`config.mk`:
```
export PLATFORM = sky130hd
export DESIGN_NAME = frame_sync_regbank
export DESIGN_NICKNAME = d
export VERILOG_FILES = /design/src/rtl/frame_sync_regbank.sv
export SDC_FILE = /design/constraint.sdc
export NUM_CORES = 1
export LEC_CHECK = 0
export BUFFER_PORTS_ARGS = -buffer_cell sky130_fd_sc_hd__buf_4
export CAP_MARGIN = 20
export CORE_MARGIN = 2
export CORE_UTILIZATION = 40
export DETAILED_ROUTE_END_ITERATION = 12
export PLACE_DENSITY_LB_ADDON = 0.15
export SYNTH_ARGS = -nofsm -noshare
export SYNTH_HDL_FRONTEND = slang
export SYNTH_SLANG_ARGS = --single-unit
```
`constraint.sdc`:
```
create_clock -name clk -period 1.6 [get_ports clk]
set_clock_uncertainty 0.05 [all_clocks]
set_input_delay 0.08 -clock clk [delete_from_list [all_inputs] [get_ports clk]]
set_output_delay 0.08 -clock clk [all_outputs]
set_load 0.1 [all_outputs]
```
`src/rtl/frame_sync_regbank.sv`:
```
module frame_sync_regbank #(
  parameter int DW = 8,
  parameter int NREG = 8,
  parameter int NCLK = 4,
  parameter logic [DW-1:0] CFG_DEFAULT = '0
) (
  input  logic              clk,
  input  logic              por_n,
  input  logic              sclk,
  input  logic              sdata,
  input  logic              sload,
  input  logic              vd,
  input  logic              hd,
  input  logic [NCLK-1:0]   tclk_in,
  output logic [NREG*DW-1:0] cfg_active,
  output logic              out_en,
  output logic              core_run,
  output logic [NCLK-1:0]   tclk_out
);
  localparam int FW = 8 + DW;
  localparam logic [7:0] A_SWRST = 8'h10;
  localparam logic [7:0] A_OE    = 8'h11;
  localparam logic [7:0] A_CORE  = 8'h12;
  localparam logic [7:0] A_HOLD  = 8'h14;

  logic [2:0] sclk_q, sload_q, vd_q, hd_q;
  logic [1:0] sdata_q;
  logic [FW-1:0] sr;
  logic [NREG-1:0][DW-1:0] sh, act;
  logic oe_sh, hold, armed;

  always_ff @(posedge clk or negedge por_n)
    if (!por_n) begin
      sclk_q <= '0; sload_q <= '0; vd_q <= '0; hd_q <= '0; sdata_q <= '0;
    end else begin
      sclk_q  <= {sclk_q[1:0], sclk};
      sload_q <= {sload_q[1:0], sload};
      vd_q    <= {vd_q[1:0], vd};
      hd_q    <= {hd_q[1:0], hd};
      sdata_q <= {sdata_q[0], sdata};
    end

  wire sclk_rise = sclk_q[1] & ~sclk_q[2];
  wire commit    = sload_q[1] & ~sload_q[2];
  wire vd_fall   = vd_q[2] & ~vd_q[1];
  wire hd_fall   = hd_q[2] & ~hd_q[1];
  wire strobe    = vd_fall | (hd_fall & ~vd_q[1]);
  wire xfer      = strobe & ~hold;

  wire [7:0]    wa = sr[7:0];
  wire [DW-1:0] wd = sr[FW-1:8];
  wire cfg_hit   = commit && (int'(wa) < NREG);
  wire swrst_hit = commit && wa == A_SWRST && wd[0];
  wire core_wr1  = commit && wa == A_CORE && wd[0];
  wire unmapped  = commit && !(int'(wa) < NREG) && wa != A_SWRST && wa != A_OE
                   && wa != A_CORE && wa != A_HOLD;

  always_ff @(posedge clk or negedge por_n)
    if (!por_n) sr <= '0;
    else if (sclk_rise) sr <= {sdata_q[1], sr[FW-1:1]};

  always_ff @(posedge clk or negedge por_n)
    if (!por_n) begin
      sh <= {NREG{CFG_DEFAULT}}; act <= {NREG{CFG_DEFAULT}};
      oe_sh <= 1'b0; out_en <= 1'b0; hold <= 1'b0; armed <= 1'b0; core_run <= 1'b0;
    end else if (swrst_hit) begin
      sh <= {NREG{CFG_DEFAULT}}; act <= {NREG{CFG_DEFAULT}};
      oe_sh <= 1'b0; out_en <= 1'b0; hold <= 1'b0; armed <= 1'b0; core_run <= 1'b0;
    end else begin
      if (xfer) begin
        act    <= sh;
        out_en <= oe_sh;
      end
      if (cfg_hit) sh[wa[$clog2(NREG+1)-1:0]] <= wd;
      if (commit && wa == A_OE) oe_sh <= wd[0];
      if (commit && wa == A_HOLD) hold <= wd[0];
      if (commit && wa == A_CORE) begin
        if (wd[0]) core_run <= armed;
        else begin
          core_run <= 1'b0;
          armed    <= 1'b1;
        end
      end
    end

  assign cfg_active = act;
  assign tclk_out   = out_en ? tclk_in : '0;

  assert_only_at_sync_R3: assert property (@(posedge clk) disable iff (!por_n)
    !$stable(act) |-> $past(xfer) || $past(swrst_hit));
  assert_hold_freezes_R5: assert property (@(posedge clk) disable iff (!por_n)
    ($past(hold) && !$past(swrst_hit)) |-> ($stable(act) && $stable(out_en)));
  assert_core_start_R7: assert property (@(posedge clk) disable iff (!por_n)
    $rose(core_run) |-> $past(core_wr1));
  assert_swrst_defaults_R8: assert property (@(posedge clk) disable iff (!por_n)
    $past(swrst_hit) |-> (act == {NREG{CFG_DEFAULT}} && !out_en && !core_run && !hold && !oe_sh));
  assert_unmapped_ignored_R9: assert property (@(posedge clk) disable iff (!por_n)
    $past(unmapped) |-> ($stable(sh) && $stable(oe_sh) && $stable(hold) && $stable(core_run)));
endmodule

```
======== After elaboration in Yosys (flattened, before gate mapping) ========
Cells that the tools add are included.
storage, ports and cells
  register bits ........................... 163
  bits of input ports ..................... 11
cells by class
  mux-type cells .......................... 20
  reductions and logical operators ........ 13
  bitwise gates (word level) .............. 12
  order comparisons ....................... 3
  eq/ne operators ......................... 5
operator list
  cell                                                        number
  2-to-1 mux 64 bit                                           4
  bitwise mux 64 bit                                          1
  == test 8 x 5 -> 1 bit, second input constant               4
  demux 8 bit (select 3 bit)                                  1
  2-to-1 mux 1 bit                                            12
  nonzero test 2 bit                                          5
  less-than comparator 8 x 4 -> 1 bit, second input constant  1
  2-to-1 mux 8 bit                                            1
  logical AND 1 bit                                           7
  bitwise AND 1 bit                                           6
  inverter 1 bit                                              5
  >= comparator 4 x 1 -> 1 bit, second input constant         1
  less-than comparator 4 bit, second input constant           1
  2-to-1 mux 4 bit                                            1
  inequality test 2 x 1 -> 1 bit, second input constant       1
  AND reduction 2 bit                                         1
  OR 1 bit                                                    1

======== Longest topological paths before layout ========
  depth in word-level cells ............... 7
  depth in mapped cells ................... 6
  mapped depth without buffers ............ 4

======== Worst setup path before layout ========
OpenSTA, ideal clock, no wires.
  path type ............................... reg2out
  start point ............................. reg out_en
  end point ............................... out tclk_out[0]
  setup slack ............................. -0.340 ns
  data required time ...................... 1.470 ns
  cell stages (with the launch flop) ...... 2
  arrival ................................. 1.810 ns
  path buffers ............................ 0
  cell sequence ........................... dfrtp_1 -> and2_1
between the ends
  longest elaborated chain between the ends .. 1
ends and longest elaborated chain
  what                    line  text
  from (decl)             16    output logic out_en,
  from (signal assigned)  72    out_en <= oe_sh;
  2-to-1 mux 4 bit        87    assign tclk_out = out_en ? tclk_in : '0;
  to (decl)               18    output logic [NCLK-1:0] tclk_out
Every way passes these cells.

======== Worst setup path in the final report ========
  start point ............................. reg sload_q[2]
  end point ............................... reg sh[5] (netlist name)
between the ends
  longest elaborated chain between the ends .. 5
  elaborated cells between the ends (all ways) .. 7
  those cells by class .................... mux (1); bitwise (2); reduce/logical (4)
ends and longest elaborated chain
  what                                                            line  text
  from (decl)                                                     26    logic [2:0] sclk_q, sload_q, vd_q, hd_q;
  from (signal assigned)                                          37    sload_q <= {sload_q[1:0], sload};
  inverter 1 bit *                                                44    wire commit = sload_q[1] & ~sload_q[2];
  bitwise AND 1 bit *                                             44
  logical AND 1 bit (2 in a row)                                  53    wire swrst_hit = commit && wa == A_SWRST && wd[0];
  2-to-1 mux 64 bit / nonzero test 2 bit (equally long branches)  -
  to (signal assigned)                                            64    sh <= {NREG{CFG_DEFAULT}}; act <= {NREG{CFG_DEFAULT}};
  to (signal assigned)                                            67    sh <= {NREG{CFG_DEFAULT}}; act <= {NREG{CFG_DEFAULT}};
  to (signal, indexed assignment)                                 74    if (cfg_hit) sh[wa[$clog2(NREG+1)-1:0]] <= wd;
  to (decl)                                                       29    logic [NREG-1:0][DW-1:0] sh, act;
Mark *: on every way between the ends. The rest lies on a longest branch, timed or not.
A chain may end at the register's enable or synchronous reset.

==> impl_metrics.csv <==
group,metric,value,unit
yosys,synth_nets,552,
worst_hold_path,min_path_type,"input pin to async pin",
setup_path,worstPathArrival,1980,ps
detailed_routing,wl_per_cell,17.1,um
layout,areaGrowthSynthToFinish,42.1,%
setup_path,end_kind,"flip-flop",
clock_network,cts_buffers,17,
setup_path,cp-start-kind,"flip-flop",
clock_network,cts.sinks,163,
detailed_routing,vias_per_cell,4.97,
yosys,synth_fa_ha_area_share,0,%
power_and_ir_drop,p_leak,4.75,nW
floorplanning,num_rows,46,
floorplanning,initial_core_util,41.0,%
run_status,status,"complete, but fails checks",
sta,period_needed,1720,ps
yosys,synth-simple-area-share,13.4,%
global_route,grt_first_pass_wirelength,24.7,mm
yosys,yosysWarnings,0,
setup_path,path_class,"flip-flop to flip-flop",
yosys,synth-edff-count,0,
sta,period_share,108,%
floorplanning,dieArea,17400,sq um
setup_path,crit_buf_inv,2,
placed_design,io_buffers,80,
layout,layout_common_cells,"161 x dfrtp_1, 114 x buf_4, 102 x mux2i_1, 52 x nor2_1, 49 x nor2_4",
detailed_routing,via_count,4540,
sta,setup_viol,110,
power_and_ir_drop,pwr_density_cell,1210,nW/um^2
global_route,grt_pass1_vias,4634,
global_route,track_usage,18.2,%
yosys,syn_inst,541,
yosys,netlist_area,6540,sq um
detailed_routing,wl,15.6,mm
layout,nFillCells,1310,
yosys,ys.flop_type,"dfrtp_1",
layout,drive_gt1_share,39.2,%
sta,setup_ws,-120,ps
yosys,seq_area_frac_synth,62.3,%
global_route,antenna_found_initial,0,
detailed_routing,dr.pass1.iters,4,
yosys,avgSynthCellArea,12.1,sq um
yosys,yosysUniqueCellTypes,35,
layout,antenna_cells,0,
yosys,muxShareOfSynthArea,15.8,%
setup_path,cp.required,1860,ps
detailed_routing,ant_nets,0,
global_route,grt-ovfl-total,0,
sta,worst_pin_slew,598,ps
placed_design,hpwl,9.82,mm
setup_path,path_max_fanout,7,
clock_network,cts_tree,"done",
run_status,failed_checks,"negative setup slack",
detailed_routing,drt_iter0_markers,191,
placed_design,dp_slack,-97.5,ps
clock_network,clock_latency,420,ps
placed_design,gp_routability_congestion,0.848,
layout,nets,695,
floorplanning,core,15900,sq um
floorplanning,ios,81,
setup_path,path_cells,"nor4b_2 -> buf_4 -> and4_4 -> buf_6 -> nor2_4 -> a22o_1",
sta,grt_setup_unrepaired,"yes",
layout,design_area,9300,sq um
yosys,synth_top_family_by_area,"multiplexers",
setup_path,rrSetupSlack,-120,ps
clock_network,clockRootBuffer,"clkbuf_16",
yosys,synth_compound_area_share,4.70,%
clock_network,h-tree-depth,4,
clock_network,cts_buffer_depth,2,
sta,finalMaxSlewViolations,0,
power_and_ir_drop,vdd_ir_drop_max,1.10,mV
placed_design,placed_area,7770,sq um
setup_path,cp_slowest_cell,"dfrtp_1",
run,maxCapViolCount,0,
yosys,async_flop_share,100,%
global_route,grt_max_degree,50,
detailed_routing,drc,0,
setup_path,critical_path.top_delay_family,"simple AND/OR/NAND/NOR gates",
yosys,synth_xor_area_share,0,%
setup_path,critPathMaxStageDelay,400,ps
floorplanning,die_w,132,um
sta,max_freq,0.581,GHz
clock_network,path_clk_slew,60,ps
sta,hold_viol,0,
yosys,ys_ff_latch,163,
sta,slew_headroom,60.1,%
floorplanning,die_y,132,um
layout,layout_commonest_cell,"dfrtp_1",
==> sequential cells by signal, indices dropped and copies added (netlist names) <==
signal / cells
hold: 1
armed: 1
sr: 16
sh: 64
sclk_q: 3
vd_q: 3
out_en: 1
cfg_active: 64
core_run: 1
sload_q: 3
sdata_q: 2
oe_sh: 1
hd_q: 3
==> cells by family (layout without fill, tap and decap cells) <==
logic type             Yosys count  after routing
AOI/OAI and AO/OA               42             42
buffers and inverters           41            197
muxes                          103            103
and+or+nand+nor                192            192
DFF                            163            163
==> metrics by stage <==
step	hold WS [ps]	util [%]	instances	TNS [ps]	power, W
2_1_floorplan	-266	-	541	-46.2	0.00624
3_3_place_gp	4.87	48.7	848	-1840	0.00702
3_5_place_dp	8.14	48.7	848	-6710	0.00707
4_1_cts	129	54.5	902	-5320	0.0112
5_1_grt	157	58.3	913	-16910	0.0117
6_report	119	58.3	913	-8350	0.0113
==> report_power, final <==
group	switching (W)	leakage, nW	internal, W
Clock	0.00157	0.276	0.00236
Sequential	0.000382	2.22	0.00445
Combinational	0.00159	2.26	0.000911
Total	0.00354	4.75	0.00772
==> worst register-to-register path: stages (launching register included) <==
cell and delay, ps:
dfrtp_1 400, nor4b_2 260, buf_4 200, and4_4 300, buf_6 160, nor2_4 60, a22o_1 180
==> per-layer routing <==
layer	global-route usage [%]	vias up	part of all wire, %
li1	-	2128	-
met1	23.6	2295	44
met2	29.8	93	50
met3	3.88	24	3.4
met4	7.49	0	2.3
met5	0	-	0
==> final timing paths <==
path,startpoint,end,cells past startpoint
setup reg to reg,sload_q[2],sh[5],6
hold reg to reg,sclk_q[0],sclk_q[1],0
setup / recovery,sload_q[2],sh[5],6
hold / removal,por_n,cfg_active[6],2
min in group clk,sdata,sdata_q[0],2
max in group asynchronous,por_n,cfg_active[22],3
==> layout make-up <==
type                            count  area [sq um]  area share [%]
Inverter                            3          11.3           0.121
Sequential cell                   163          4080            43.9
Clock inverter                     10           108            1.16
Timing Repair Buffer              162          1680            18.1
Multi-Input combinational cell    337          2680            28.9
Clock buffer                       22           464            4.99
Tap cell                          216           270            2.91
==> cells in the mapped netlist, types with 2 or more instances <==
master	instances	area share [%]
nor2b_1	4	0.38
and4_1	3	0.40
inv_1	3	0.17
o21ai_0	16	1.2
and2_1	4	0.38
nand4_1	4	0.38
buf_2	14	1.1
buf_6	9	1.5
nor3_1	2	0.15
and3_1	2	0.19
nand2_1	45	2.6
a22o_1	21	2.8
nand3_1	7	0.54
nand4b_1	2	0.27
dfrtp_1	163	62
nor2_1	108	6.2
clkbuf_1	13	0.75
mux2i_1	103	16
buf_4	2	0.23
==> what timing repair did <==
| item | 4_1_cts | 5_1_grt |
|---|---|---|
| cloned | 3 | 8 |
| endpoints found under the setup margin | 127 | 131 |
| pin swaps | 19 | 59 |
| endpoints found under the hold margin | 148 | 0 |
| hold buffers | 6 | 0 |
| gates resized for setup | 28 | 122 |
| setup buffers | 14 | 3 |
Power figures use the tool's default switching activity.
